===== src/rtl/tft_pkg.sv =====
`timescale 1ns/1ps
package tft_pkg;
    localparam int FRAME_LEN_DEF     = 2048;
    localparam int LEAD_NODLY_DEF    = 71;
    localparam int LEAD_DLY_DEF      = 68;
    localparam int SLOW_SHIFT_DEF    = 3;
    localparam int FAST_SHIFT_DEF    = 2;
    localparam int BITS_PER_CHAN_DEF = 8;

    typedef enum logic {
        RATE_2M = 1'b0,
        RATE_4M = 1'b1
    } rate_e;

    typedef enum logic {
        ALIGN_AT_EDGE = 1'b0,
        ALIGN_LATE    = 1'b1
    } align_mode_e;

    typedef struct packed {
        logic hit;
        logic load;
    } align_evt_t;

    // Count at which the early connection-memory marker fires.
    function automatic int cm_mark(int frame_len, int lead, logic late);
        return late ? (frame_len - lead - 1) : (frame_len - lead);
    endfunction
endpackage


===== src/rtl/tft_align.sv =====
`timescale 1ns/1ps
module tft_align
    import tft_pkg::*;
(
    input  logic        clk,
    input  logic        rst,
    input  logic        clk4,
    input  logic        fp_n,
    input  align_mode_e mode,
    output align_evt_t  evt
);
    logic clk4_q;
    logic pend_q;
    logic hit;

    // Falling edge of the companion clock with the frame pulse low.
    assign hit = clk4_q & ~clk4 & ~fp_n;

    always_ff @(posedge clk) begin
        if (rst) begin
            clk4_q <= 1'b0;
            pend_q <= 1'b0;
        end else begin
            clk4_q <= clk4;
            pend_q <= hit && (mode == ALIGN_LATE);
        end
    end

    always_comb begin
        evt.hit  = hit;
        evt.load = (mode == ALIGN_LATE) ? pend_q : hit;
    end
endmodule


===== src/rtl/tft_counter.sv =====
`timescale 1ns/1ps
module tft_counter #(
    parameter int FRAME_LEN = 2048,
    parameter int CNT_W     = $clog2(FRAME_LEN)
) (
    input  logic             clk,
    input  logic             rst,
    input  logic             load,
    output logic [CNT_W-1:0] cnt,
    output logic [CNT_W-1:0] cnt_next,
    output logic             sync_err
);
    localparam logic [CNT_W-1:0] LAST = CNT_W'(FRAME_LEN - 1);

    always_comb begin
        if (load || cnt == LAST) cnt_next = '0;
        else                     cnt_next = cnt + 1'b1;
    end

    always_ff @(posedge clk) begin
        if (rst) begin
            cnt      <= '0;
            sync_err <= 1'b0;
        end else begin
            cnt      <= cnt_next;
            sync_err <= load && (cnt != LAST);
        end
    end
endmodule


===== src/rtl/tft_slots.sv =====
`timescale 1ns/1ps
module tft_slots
    import tft_pkg::*;
#(
    parameter int CNT_W   = 11,
    parameter int SLOW_SH = 3,
    parameter int FAST_SH = 2,
    parameter int CH_SH   = 3,
    parameter int BIT_W   = CNT_W - FAST_SH,
    parameter int CHAN_W  = BIT_W - CH_SH
) (
    input  logic [CNT_W-1:0]  cnt,
    input  rate_e             rate,
    output logic [BIT_W-1:0]  bit_idx,
    output logic [CHAN_W-1:0] chan_idx,
    output logic              bit_stb,
    output logic              chan_stb
);
    localparam logic [CNT_W-1:0] FAST_BIT_MASK  = CNT_W'((1 << FAST_SH) - 1);
    localparam logic [CNT_W-1:0] SLOW_BIT_MASK  = CNT_W'((1 << SLOW_SH) - 1);
    localparam logic [CNT_W-1:0] FAST_CHAN_MASK = CNT_W'((1 << (FAST_SH + CH_SH)) - 1);
    localparam logic [CNT_W-1:0] SLOW_CHAN_MASK = CNT_W'((1 << (SLOW_SH + CH_SH)) - 1);

    always_comb begin
        if (rate == RATE_4M) begin
            bit_idx  = BIT_W'(cnt >> FAST_SH);
            bit_stb  = (cnt & FAST_BIT_MASK) == '0;
            chan_stb = (cnt & FAST_CHAN_MASK) == '0;
        end else begin
            bit_idx  = BIT_W'(cnt >> SLOW_SH);
            bit_stb  = (cnt & SLOW_BIT_MASK) == '0;
            chan_stb = (cnt & SLOW_CHAN_MASK) == '0;
        end
        chan_idx = CHAN_W'(bit_idx >> CH_SH);
    end
endmodule


===== src/rtl/tft_cm_pulse.sv =====
`timescale 1ns/1ps
module tft_cm_pulse
    import tft_pkg::*;
#(
    parameter int FRAME_LEN  = 2048,
    parameter int CNT_W      = $clog2(FRAME_LEN),
    parameter int LEAD_NODLY = 71,
    parameter int LEAD_DLY   = 68
) (
    input  logic             clk,
    input  logic             rst,
    input  logic [CNT_W-1:0] cnt_next,
    input  align_mode_e      mode,
    output logic             cm_n
);
    localparam logic [CNT_W-1:0] MARK_EDGE = CNT_W'(cm_mark(FRAME_LEN, LEAD_NODLY, 1'b0));
    localparam logic [CNT_W-1:0] MARK_LATE = CNT_W'(cm_mark(FRAME_LEN, LEAD_DLY, 1'b1));

    logic [CNT_W-1:0] mark;
    assign mark = (mode == ALIGN_LATE) ? MARK_LATE : MARK_EDGE;

    always_ff @(posedge clk) begin
        if (rst) cm_n <= 1'b1;
        else     cm_n <= (cnt_next != mark);
    end
endmodule


===== src/rtl/tdm_frame_timer.sv =====
`timescale 1ns/1ps
module tdm_frame_timer
    import tft_pkg::*;
#(
    parameter int FRAME_LEN     = FRAME_LEN_DEF,
    parameter int LEAD_NODLY    = LEAD_NODLY_DEF,
    parameter int LEAD_DLY      = LEAD_DLY_DEF,
    parameter int SLOW_SHIFT    = SLOW_SHIFT_DEF,
    parameter int FAST_SHIFT    = FAST_SHIFT_DEF,
    parameter int BITS_PER_CHAN = BITS_PER_CHAN_DEF,
    localparam int CNT_W  = $clog2(FRAME_LEN),
    localparam int CH_SH  = $clog2(BITS_PER_CHAN),
    localparam int BIT_W  = CNT_W - FAST_SHIFT,
    localparam int CHAN_W = BIT_W - CH_SH
) (
    input  logic              clk,
    input  logic              rst,
    input  logic              clk4,
    input  logic              fp_n,
    input  logic              rate_sel,
    input  logic              dly_sel,
    output logic [CNT_W-1:0]  frame_cnt,
    output logic [BIT_W-1:0]  bit_idx,
    output logic [CHAN_W-1:0] chan_idx,
    output logic              bit_strobe,
    output logic              chan_strobe,
    output logic              cm_fp_n,
    output logic              sync_err
);
    align_mode_e      mode;
    rate_e            rate;
    align_evt_t       evt;
    logic             fp_hit;
    logic             align_load;
    logic [CNT_W-1:0] cnt_next;

    assign mode       = align_mode_e'(dly_sel);
    assign rate       = rate_e'(rate_sel);
    assign fp_hit     = evt.hit;
    assign align_load = evt.load;

    tft_align u_align (
        .clk  (clk),
        .rst  (rst),
        .clk4 (clk4),
        .fp_n (fp_n),
        .mode (mode),
        .evt  (evt)
    );

    tft_counter #(.FRAME_LEN(FRAME_LEN), .CNT_W(CNT_W)) u_cnt (
        .clk      (clk),
        .rst      (rst),
        .load     (align_load),
        .cnt      (frame_cnt),
        .cnt_next (cnt_next),
        .sync_err (sync_err)
    );

    tft_slots #(
        .CNT_W(CNT_W), .SLOW_SH(SLOW_SHIFT), .FAST_SH(FAST_SHIFT),
        .CH_SH(CH_SH), .BIT_W(BIT_W), .CHAN_W(CHAN_W)
    ) u_slots (
        .cnt      (frame_cnt),
        .rate     (rate),
        .bit_idx  (bit_idx),
        .chan_idx (chan_idx),
        .bit_stb  (bit_strobe),
        .chan_stb (chan_strobe)
    );

    tft_cm_pulse #(
        .FRAME_LEN(FRAME_LEN), .CNT_W(CNT_W),
        .LEAD_NODLY(LEAD_NODLY), .LEAD_DLY(LEAD_DLY)
    ) u_cm (
        .clk      (clk),
        .rst      (rst),
        .cnt_next (cnt_next),
        .mode     (mode),
        .cm_n     (cm_fp_n)
    );
endmodule


===== config.mk =====
export PLATFORM = sky130hd
export DESIGN_NAME = tdm_frame_timer
export DESIGN_NICKNAME = d
export VERILOG_FILES = /design/src/rtl/tft_pkg.sv /design/src/rtl/tft_align.sv /design/src/rtl/tft_counter.sv /design/src/rtl/tft_slots.sv /design/src/rtl/tft_cm_pulse.sv /design/src/rtl/tdm_frame_timer.sv
export SDC_FILE = /design/constraint.sdc
export NUM_CORES = 1
export LEC_CHECK = 0
export ABC_AREA = 0
export BUFFER_PORTS_ARGS = -buffer_cell sky130_fd_sc_hd__buf_2
export CORE_MARGIN = 5
export CORE_UTILIZATION = 31
export CTS_BUF_LIST = sky130_fd_sc_hd__clkbuf_8
export CTS_CLUSTER_SIZE = 25
export DETAILED_ROUTE_END_ITERATION = 12
export HOLD_SLACK_MARGIN = 0.02
export SKIP_CTS_REPAIR_TIMING = 1
export SYNTH_ARGS = -nofsm -noshare
export SYNTH_HDL_FRONTEND = slang
export SYNTH_SLANG_ARGS = --single-unit

===== constraint.sdc =====
create_clock -name clk -period 1.8 [get_ports clk]
set_input_delay 0.18 -clock clk [delete_from_list [all_inputs] [get_ports clk]]
set_output_delay 0.18 -clock clk [all_outputs]
set_load 0.005 [all_outputs]

**Word level (Yosys, flattened, before mapping)**

Cells that the tools add are included.

- Memories: 0
- Output and inout bits: 30
- Bits in read-only memories: 0
- Bits in registers: 15
- Bits in latches: 0
- RAM bits: 0
- Input port bits: 6
- Logic and storage cells: 26

- Equality and inequality tests: 3
- Shifts and indexed selects: 0
- Reductions and logical operators: 7
- Divide/modulo/power cells: 0
- Mux-type cells: 6
- Bitwise gates (word level): 4
- Multipliers: 0
- $lt $le $gt $ge: 0
- $add $sub $neg: 1

Operator list:

| kind | count |
|---|---|
| logical NOT 11 bit | 4 |
| adder 11 x 1 -> 11 bit, second input constant | 1 |
| == test 11 bit, second input constant | 1 |
| two-way mux 11 bit | 1 |
| inequality test 11 bit | 1 |
| inequality test 11 bit, second input constant | 1 |
| two-way mux 9 bit | 1 |
| two-way mux 1 bit | 3 |
| AND 1 bit | 2 |
| logical AND 1 bit | 2 |
| two-way mux 2 bit | 1 |
| NOT 1 bit | 2 |
| logical OR 1 bit | 1 |

**Depth between registers and ports, before layout**

Gate-level depths: netlist (run 1).

- Depth after elaboration: 7
- Depth in mapped cells: 6
- Depth with buffers taken out: 5

**By module**

Synthesis (run 1) repeated with hierarchy kept, for this count alone.

- Cells, all modules: 105
- Area total of the unflattened synthesis: 947.2 µm²

Modules (own cells, without submodules):

| module | sequential area each (µm²) | area each (µm²) | cells an instance | times used |
|---|---|---|---|---|
| tft_counter | 240.2 | 616.8 | 69 | 1 |
| tft_slots | 0.0 | 181.4 | 21 | 1 |
| tft_align | 40.0 | 87.6 | 9 | 1 |
| tft_cm_pulse | 20.0 | 61.3 | 6 | 1 |

**Worst setup path before layout (run 1)**

Ideal clock, no wire load.

- Kind: register to register
- Start point: reg u_cnt.cnt[0]
- End point: reg u_cm.cm_n
- Clock period less this slack: 1.443 ns
- Stages on the path, launching flop included: 6
- Library setup time: 0.128 ns
- Required time: 1.672 ns
- Slack: 0.357 ns
- Arrival: 1.315 ns
- Buffers on the path: 0
- Cells stage by stage: dfxtp_1 -> ha_1 -> nand2_1 -> or3_1 -> mux2i_1 -> nand4b_1

- Longest elaborated chain between the ends: 4
- Elaborated cells on any way between the ends: 5
- Classes of those cells: add/sub: 1; eq/ne: 2; mux: 1; reduce/logical: 1

Ends and longest elaborated chain:

| item | line | RTL |
|---|---|---|
| from (decl) | tft_counter.sv:9 | `output logic [CNT_W-1:0] cnt,` |
| from (signal assigned) | tft_counter.sv:25 | `cnt <= cnt_next;` |
| branches (longest 2 deep; another with adder 11 x 1 -> 11 bit) | n/a |  |
| two-way mux 11 bit (*) | tft_counter.sv:16 | `if (load \|\| cnt == LAST) cnt_next = '0;` |
| inequality test 11 bit (*) | tft_cm_pulse.sv:24 | `else cm_n <= (cnt_next != mark);` |
| to (signal assigned) | tft_cm_pulse.sv:24 |  |
| to (decl) | tft_cm_pulse.sv:14 | `output logic cm_n` |

Mark *: on every way between the ends.
A chain may end at the register's enable or synchronous reset.

**Worst setup path after layout (run 1)**

- Start point: reg u_cnt.cnt[0]
- End point: out chan_strobe

- Longest elaborated chain between the ends: 2
- Elaborated cells on any way between the ends: 3
- Classes of those cells: mux: 1; reduce/logical: 2

Ends and longest elaborated chain:

| item | line | RTL |
|---|---|---|
| logical NOT 11 bit (on tied branches) | tft_slots.sv:32, tft_slots.sv:28 |  |
| two-way mux 1 bit (*) | tft_slots.sv:25 | `if (rate == RATE_4M) begin` |
| to (decl) | tdm_frame_timer.sv:26 | `output logic chan_strobe,` |

Mark *: on every way between the ends. The rest lies on a longest branch, timed or not.

==> impl_metrics.csv, run 1 <==
group,metric,value,unit
floorplan,ioPinCount,36,
synthesis,synth_warnings,0,
synthesis,synth-edff-count,0,
finish,n_antenna_cell,0,
floorplan,die_area,4032,um2
worst_setup_path,max_stage_delay,0.42,ns
sta,hold_viol,0,
place,post-place-ws,0.1294,ns
floorplan,initial_core_util,32.17,%
min_path,min_to,"u_align.pend_q",
worst_setup_path,rr_startpoint,"u_cnt.cnt[0]",
sta,worst_pin_slew,0.4280,ns
worst_setup_path,r2r_end,"u_cm.cm_n",
worst_setup_path,path_max_fanout,7,
routing,vias,771,
worst_setup_path,cp_data_arrival_time,1.50,ns
floorplan,die_w,63.50,um
place,routabilityCongestion,0.7674,
worst_setup_path,path_cells,"inv_2 -> ha_1 -> or4b_1 -> a21oi_1 -> buf_2",
sta,slew_viol_final,0,
place,io_buffers,35,
grt,antenna_found_initial,0,
power_and_ir_drop,pwr-share-comb,10.6,%
synthesis,synth_nets,113,
worst_setup_path,cp.required,1.62,ns
clock_tree,cts_root_buf,"clkbuf_8",
min_path,worstHoldStart,"fp_n",
finish,mostFrequentLayoutCells,"buf_2, dfxtp_1, nor2_1",
synthesis,async_flop_share,0,%
worst_setup_path,crit_path_end_kind,"output port",
clock_tree,cts_sinks,15,
synthesis,netlist_instances,105,
sta,fin_ws,0.1224,ns
routing,drt_iter0_markers,9,
power_and_ir_drop,power_density,648.0,nW/um2
routing,drtPass1Iterations,3,
power_and_ir_drop,p_seq_share,50.8,%
routing,drc,0,
grt,track_usage,10.53,%
power_and_ir_drop,swShare,23.51,%
finish,area_growth_syn_to_layout,20.03,%
min_path,min_path_type,"in -> reg",
power_and_ir_drop,finalPower,690.0,uW
synthesis,synth_cell_types,31,
finish,ff_latch_area,300.3,um2
floorplan,die_height,63.50,um
routing,finalWirelength,2002,um
clock_tree,cts_tree,"built",
power_and_ir_drop,p_leak,0.5023,nW
sta,tns,0,ns
worst_setup_path,start_kind,"flip-flop",
power_and_ir_drop,p_int,527.8,uW
place,dp_hpwl,1552,um
clock_tree,cts_made_buffers,3,
floorplan,rows,19,
synthesis,synthFlopType,"dfxtp_1",
routing,wl_per_cell,12.36,um
worst_setup_path,critical_path.slowest_cell,"or4b_1",
sta,rsz0062_at_grt,"no",
power_and_ir_drop,power.switching,162.2,uW
finish,multi_input_area,486.7,um2
grt,grt-ovfl-total,0,
finish,layout.cells.most_common,"buf_2",
finish,fin_util,38.61,%
job,cap_viol_max_count,0,
sta,min_period,1.678,ns
sta,clock.fmax,0.5961,GHz
sta,period_share,93.20,%
worst_setup_path,rr_worst_depth,5,
sta,timing.hold.ws,0.1041,ns
synthesis,ys_ff_latch,15,
synthesis,syn-cell-area,887.1,um2
power_and_ir_drop,p_clk_share,38.6,%
clock_tree,clkTransAtPathRegs,0.05,ns
finish,nFillCells,290,
synthesis,synth.yosys.seq_area_share,33.85,%
power_and_ir_drop,ir_worst_vdd,0.0006285,V
min_path,hold_depth,2,
sta,relSlewSlack,71.06,%
sta,skew,0.003086,ns
grt,grt_pass1_vias,704,
outcome,status,"complete, no violations",
clock_tree,cts_max_level,1,
clock_tree,clk_path_buf_depth,2,
finish,final_nets,140,
grt,grt_pass1_wl,3374,um
sta,setup-violations-final,0,
synthesis,syn_avg_cell_area,8.449,um2
clock_tree,clkLatencyLatePin,0.25,ns
routing,drtAntennaViolNets,0,
worst_setup_path,path_class,"reg -> out",
grt,grt_start_max_net_pins,12,
finish,drive_above_1_share,36.64,%
floorplan,coreArea,2758,um2
routing,vias_per_cell,4.759,
worst_setup_path,r2r_setup_slack,0.17,ns
worst max-delay path: cells and delay by family, from the launching register on:
family,cells,cell delay (ns)
AND/OR/NAND/NOR,1,0.42
AO/OA/AOI/OAI,1,0.11
adder cells (fa/ha/maj),1,0.14
flip-flops,1,0.37
buffers and inverters,2,0.20
flip-flops by register name (all words and copies together), names as in the netlist:
name and cells:
u_align.clk4_q 1, u_cm.cm_n 1, u_align.pend_q 1, u_cnt.cnt 11
u_cnt.sync_err 1
kinds of logic after synthesis:
family                     share of synthesized area [%]
DFF                                                33.85
buffers and inverters                              11.56
adders and majority gates                          2.820
AOI/OAI and AO/OA                                  6.347
muxes                                              10.01
xor gates and xnor gates                           9.873
and+or+nand+nor                                    25.53
power by group through the flow:
| stage | clock, mW | combinational, mW | sequential [mW] |
|---|---|---|---|
| final | 0.266 | 0.0729 | 0.351 |
| after global routing | 0.294 | 0.0818 | 0.353 |
| after CTS | 0.276 | 0.0727 | 0.350 |
| after detailed placement | 0 | 0.0725 | 0.358 |
| after global placement | 0 | 0.0717 | 0.357 |
| after floorplan | 0 | 0.0484 | 0.355 |
per-stage QoR:
stage,area [um2],cells
after CTS,1062,162
after global placement,1017,158
after detailed placement,1017,158
final,1065,162
after floorplan,887.1,105
after global routing,1065,162
final cells by class:
cell class	count	area share (%)
multi-input cells	72	45.71
flip-flops and latches	15	28.20
repair buffers	35	16.45
clock buffers	3	3.878
well taps	31	3.643
inverters	5	1.763
clock inverters	1	0.3525
layer usage:
| layer | part of all wire (%) | vias to the layer above | global-route usage [%] |
|---|---|---|---|
| li1 | - | 398 | - |
| met1 | 44 | 346 | 12.70 |
| met2 | 45 | 23 | 16.37 |
| met3 | 9.3 | 4 | 4.618 |
| met4 | 1.5 | 0 | 3.896 |
| met5 | 0 | - | 0 |
worst max-delay path by stage:
stage,depth (start not counted),end,startpoint,slack [ns]
after floorplan,5,u_cm.cm_n,u_cnt.cnt[0],0.36
after global placement,5,u_cnt.cnt[4],u_cnt.cnt[0],0.21
after detailed placement,5,u_cnt.cnt[4],u_cnt.cnt[0],0.13
after CTS,5,chan_strobe,u_cnt.cnt[0],0.08
after global routing,5,chan_strobe,u_cnt.cnt[0],0.01
final,5,chan_strobe,u_cnt.cnt[0],0.12
cells in the mapped netlist (5+ instances only):
master   instances  area (um2)
a21oi_1          5       25.02
buf_4            6       45.04
dfxtp_1         15       300.3
inv_1            5       18.77
mux2_2           7       78.83
nand2_1          7       26.28
nor2_1          11       41.29
nor3_1           5       25.02
xnor2_1          5       43.79
xor2_1           5       43.79
Power figures use the tool's default switching activity.
==> run 2, diff against run 1 <==
Settings changed: CELL_PAD_IN_SITES_DETAIL_PLACEMENT set to 1, CELL_PAD_IN_SITES_GLOBAL_PLACEMENT set to 1, PLACE_DENSITY_LB_ADDON set to 0.1.
==> run 2 against run 1 <==
Compared with the run above:
- setup slack lost 0.024 ns
- clock power increased by 6%
- hold slack worse by 0.0033 ns
- global-route usage grew 1.0 points
- die area unchanged
- design area grew 2.4%
- power up 2.5%
- combinational power grew 2%
- final cell count grew 1.9%
- count of clock-buffer cells in the layout unchanged
- register-to-register slack improved by 0.08 ns
- critical path type unchanged
- critical endpoint unchanged
==> impl_metrics.csv, run 2 (synthesis gave the netlist of run 1 again) <==
group,metric,value,unit
sta,period_share,94.53,%
floorplan,die_w,63.50,um
routing,finalWirelength,2282,um
sta,tns,0,ns
floorplan,die_area,4032,um2
sta,timing.hold.ws,0.1008,ns
power_and_ir_drop,ir_worst_vdd,0.0003720,V
routing,wl_per_cell,13.83,um
clock_tree,cts_tree,"built",
worst_setup_path,rr_startpoint,"u_cnt.cnt[1]",
grt,track_usage,11.58,%
finish,fin_util,39.52,%
sta,fin_ws,0.09855,ns
finish,final_nets,143,
clock_tree,cts_root_buf,"clkbuf_8",
finish,stdcell_count,165,
finish,mostFrequentLayoutCells,"buf_2, dfxtp_1, nor2_1",
routing,drc,0,
worst_setup_path,crit_path_end_kind,"output port",
worst_setup_path,worstPathBufferInverterCount,2,
min_path,min_path_type,"in -> reg",
job,cap_viol_max_count,0,
worst_setup_path,r2r_end,"u_cm.cm_n",
worst_setup_path,cp.required,1.62,ns
min_path,hold_depth,2,
worst_setup_path,path_class,"reg -> out",
finish,multi_input_area,486.7,um2
place,placed_area,1040,um2
grt,grt_pass1_wl,3788,um
routing,vias,819,
clock_tree,cts_sinks,15,
finish,regMostFlops,"u_cnt.cnt",
place,post-place-ws,0.1210,ns
finish,area_growth_syn_to_layout,22.85,%
clock_tree,clk_path_buf_depth,2,
power_and_ir_drop,finalPower,707.5,uW
sta,relSlewSlack,69.66,%
sta,min_period,1.701,ns
finish,final_area,1090,um2
min_path,min_to,"u_align.pend_q",
min_path,worstHoldStart,"fp_n",
worst_setup_path,max_stage_delay,0.43,ns
sta,worst_pin_slew,0.4488,ns
finish,ff_latch_area,301.5,um2
worst_setup_path,cp_data_arrival_time,1.52,ns
clock_tree,cts_max_level,1,
power_and_ir_drop,power_density,649.2,nW/um2
sta,skew,0.005425,ns
clock_tree,clkLatencyLatePin,0.25,ns
routing,drtAntennaViolNets,0,
sta,slew_viol_final,0,
clock_tree,cts_made_buffers,3,
grt,grt-ovfl-total,0,
routing,vias_per_cell,4.964,
place,routabilityCongestion,0.7285,
sta,rsz0062_at_grt,"no",
worst_setup_path,cp_top_family,"simple AND/OR/NAND/NOR gates",
floorplan,ioPinCount,36,
place,dp_hpwl,1772,um
place,io_buffers,35,
clock_tree,clkTransAtPathRegs,0.07,ns
grt,antenna_found_initial,0,
floorplan,die_height,63.50,um
finish,layout.cells.most_common,"buf_2",
finish,largest_reg_flops,11,
sta,hold_viol,0,
floorplan,initial_core_util,32.17,%
finish,drive_above_1_share,38.81,%
routing,drtPass1Iterations,2,
grt,grt_pass1_vias,784,
worst_setup_path,path_max_fanout,7,
grt,grt_start_max_net_pins,12,
worst_setup_path,rr_worst_depth,5,
floorplan,coreArea,2758,um2
outcome,status,"complete, no violations",
finish,n_antenna_cell,0,
worst_setup_path,critical_path.slowest_cell,"or4b_1",
sta,clock.fmax,0.5877,GHz
worst_setup_path,r2r_setup_slack,0.25,ns
sta,setup-violations-final,0,
worst_setup_path,path_cells,"inv_1 -> ha_1 -> or4b_1 -> a21oi_1 -> buf_2",
place,place_inst,161,
finish,nFillCells,345,
floorplan,rows,19,
routing,drt_iter0_markers,13,
power_and_ir_drop,p_leak,0.5154,nW
worst_setup_path,start_kind,"flip-flop",
==> run 2: final cells by class <==
class                      count  share of cell area, %
inverter                       5                  1.722
sequential                    15                  27.67
clock inverter                 1                 0.4592
timing repair buffer          38                  18.14
clock buffer                   3                  3.789
tap                           31                  3.559
multi-input combinational     72                  44.66
==> run 2: worst reg2reg max path: stages (launching register included) <==
cell      delay, ns
dfxtp_1        0.41
ha_1           0.27
nand2_1        0.08
or3_1          0.40
mux2i_1        0.16
nand4b_1       0.09
==> run 2: layer usage <==
layer,vias to the layer above,routed length (um),GRT usage (%)
met3,2,152,2.487
met1,391,1014,14.06
met4,0,10,4.675
met2,23,1105,19.54
li1,403,-,-
met5,-,0,0
==> run 2: where the power goes <==
part | switching [mW] | leakage, nW | total (mW) | internal, mW
registers | 0.0110 | 0.122 | 0.351 | 0.340
logic | 0.0378 | 0.368 | 0.0744 | 0.0365
clock network | 0.129 | 0.0255 | 0.282 | 0.153
==> run 2: worst max path at each step <==
stage | startpoint | endpoint | slack, ns | depth (start not counted)
finish | u_cnt.cnt[0] | chan_strobe | 0.1 | 5
global route | u_cnt.cnt[0] | chan_strobe | 0.004 | 5
CTS | u_cnt.cnt[0] | chan_strobe | 0.04 | 5
detailed placement | u_cnt.cnt[0] | u_cnt.cnt[2] | 0.12 | 5
global placement | u_cnt.cnt[0] | u_cnt.cnt[2] | 0.21 | 5
floorplan | u_cnt.cnt[0] | u_cm.cm_n | 0.36 | 5
==> run 3, diff against run 2 <==
Settings changed: ABC_AREA 0 to 1.
==> run 3 against run 2 <==
Compared with the run above:
- design area increased by 3.8%
- first-iteration DRC count increased to 3.2 times the previous value
- power decreased by 2.5%
- critical path depth unchanged
- critical endpoint unchanged
- largest cell class unchanged
==> impl_metrics.csv, run 3 <==
group,metric,value,unit
power_and_ir_drop,power_density,610.1,nW/um2
synthesis,synth.yosys.seq_area_share,32.26,%
min_path,min_path_type,"in -> reg",
sta,setup-violations-final,0,
routing,drc,0,
clock_tree,cts_root_buf,"clkbuf_8",
grt,grt-ovfl-total,0,
finish,area_growth_syn_to_layout,21.50,%
place,routabilityCongestion,0.7354,
sta,hold_viol,0,
floorplan,ioPinCount,36,
synthesis,synth_top_area_share,32.26,%
sta,tns,0,ns
worst_setup_path,cp_data_arrival_time,1.28,ns
power_and_ir_drop,p_seq_share,50.0,%
synthesis,synth_warnings,0,
synthesis,yosys.area.top_type,"dfxtp_1",
synthesis,async_flop_share,0,%
sta,timing.hold.ws,0.1316,ns
finish,ff_latch_area,300.3,um2
worst_setup_path,path_class,"reg -> out",
routing,finalWirelength,2427,um
clock_tree,cts_tree,"built",
grt,grt_pass1_wl,4195,um
outcome,status,"complete, no violations",
finish,regMostFlops,"u_cnt.cnt",
routing,drtAntennaViolNets,0,
job,cap_viol_max_count,0,
synthesis,synth_cell_types,23,
power_and_ir_drop,ir_worst_vdd,0.0004116,V
routing,drt_iter0_markers,41,
sta,clock.fmax,0.6827,GHz
finish,layout.cells.most_common,"buf_2",
synthesis,netlist_instances,136,
clock_tree,clk_path_buf_depth,2,
grt,antenna_found_initial,0,
synthesis,syn_avg_cell_area,6.845,um2
worst_setup_path,path_max_fanout,5,
power_and_ir_drop,p_leak,0.5388,nW
synthesis,synth_nets,144,
finish,final_area,1131,um2
clock_tree,cts_max_level,1,
finish,multi_input_area,488.0,um2
finish,largest_reg_flops,11,
floorplan,initial_core_util,32.91,%
worst_setup_path,cp.required,1.62,ns
sta,skew,0.001992,ns
place,io_buffers,35,
finish,final_nets,175,
finish,fin_util,39.98,%
floorplan,die_area,4199,um2
sta,rsz0062_at_grt,"no",
synthesis,ys_ff_latch,15,
floorplan,die_w,64.80,um
power_and_ir_drop,power.switching,170.9,uW
power_and_ir_drop,p_clk_share,39.9,%
worst_setup_path,start_kind,"flip-flop",
synthesis,synth-edff-count,0,
sta,slew_viol_final,0,
synthesis,synth_area_leaders,"dfxtp_1, nand2_1, nor2_1",
grt,grt_start_max_net_pins,20,
finish,nFillCells,395,
floorplan,rows,19,
power_and_ir_drop,swShare,24.77,%
place,placed_area,1085,um2
synthesis,yosys-top-cells-count,"nand2_1, nor2_1, dfxtp_1, inv_1",
sta,worst_pin_slew,0.3253,ns
finish,mostFrequentLayoutCells,"buf_2, nand2_1, nor2_1",
power_and_ir_drop,pwr-share-comb,10.1,%
clock_tree,cts_made_buffers,3,
finish,n_antenna_cell,0,
routing,drtPass1Iterations,4,
floorplan,die_height,64.80,um
floorplan,coreArea,2829,um2
finish,drive_above_1_share,32.53,%
power_and_ir_drop,p_int,519.2,uW
sta,min_period,1.465,ns
clock_tree,clkLatencyLatePin,0.25,ns
synthesis,syn-cell-area,930.9,um2
grt,grt_pass1_vias,945,
clock_tree,clkTransAtPathRegs,0.06,ns
power_and_ir_drop,finalPower,690.1,uW
sta,period_share,81.38,%
routing,vias_per_cell,4.721,
synthesis,synthFlopType,"dfxtp_1",
worst_setup_path,crit_path_end_kind,"output port",
routing,vias,930,
clock_tree,cts_sinks,15,
synthesis,synth_most_common_cell,"nand2_1",
sta,relSlewSlack,78.28,%
routing,wl_per_cell,12.32,um
place,dp_hpwl,2041,um
grt,track_usage,12.91,%
==> run 3: cell types whose count changed after synthesis, sizes merged, moves of 3 or more <==
cell	previous run	this run
a21oi	5	2
inv	5	18
mux2	7	0
nand2	7	33
nand3	3	9
nor2	11	26
o21ai	3	8
or3	3	0
xnor2	5	1
==> run 3: cells by family after synthesis <==
group | synth area share [%]
and+or+nand+nor | 38.84
buffers and inverters | 15.32
DFF | 32.26
AOI/OAI and AO/OA | 6.183
xor gates and xnor gates | 4.704
adders and majority gates | 2.688
==> run 3: critical path, cell delays in order (launching register included) <==
cell,delay (ns)
dfxtp_1,0.34
inv_1,0.11
ha_1,0.19
inv_1,0.06
nor3_1,0.19
buf_2,0.15
==> run 3: path summary, 6_finish.rpt <==
| kind | from | end | slack, ns | depth (start not counted) |
|---|---|---|---|---|
| min reg2reg | u_align.clk4_q | u_align.pend_q | 0.48 | 2 |
| min | rst | u_align.clk4_q | 0.13 | 2 |
| max | u_cnt.cnt[0] | chan_strobe | 0.34 | 5 |
| max reg2reg | u_cnt.cnt[1] | u_cm.cm_n | 0.34 | 7 |
==> run 3: cell type report <==
cell class                 count  area share [%]
tap                           31           3.429
clock buffer                   3           3.650
multi-input combinational     93           43.14
timing repair buffer          36           16.15
clock inverter                 1          0.4425
sequential                    15           26.55
inverter                      18           6.637
==> run 3: metal layers <==
layer,part of all wire (%),global-route usage (%),vias to the layer above
met5,0,0,-
met4,2.4,7.124,0
met3,7.9,3.109,5
met2,46,21.97,28
met1,44,14.81,424
li1,-,-,473
==> run 3: power by group through the flow <==
stage | clock [mW] | sequential, mW | combinational, mW
after floorplan | 0 | 0.351 | 0.0440
after global placement | 0 | 0.352 | 0.0689
after detailed placement | 0 | 0.352 | 0.0717
after CTS | 0.292 | 0.345 | 0.0717
after global routing | 0.305 | 0.346 | 0.0796
final | 0.276 | 0.345 | 0.0694
==> run 3: metrics by stage <==
stage / setup slack [ns] / instances
detailed placement: 0.2989 / 193
global route: 0.1611 / 197
finish: 0.3352 / 197
floorplan: 0.4731 / 136
CTS: 0.3113 / 197
global placement: 0.3052 / 193
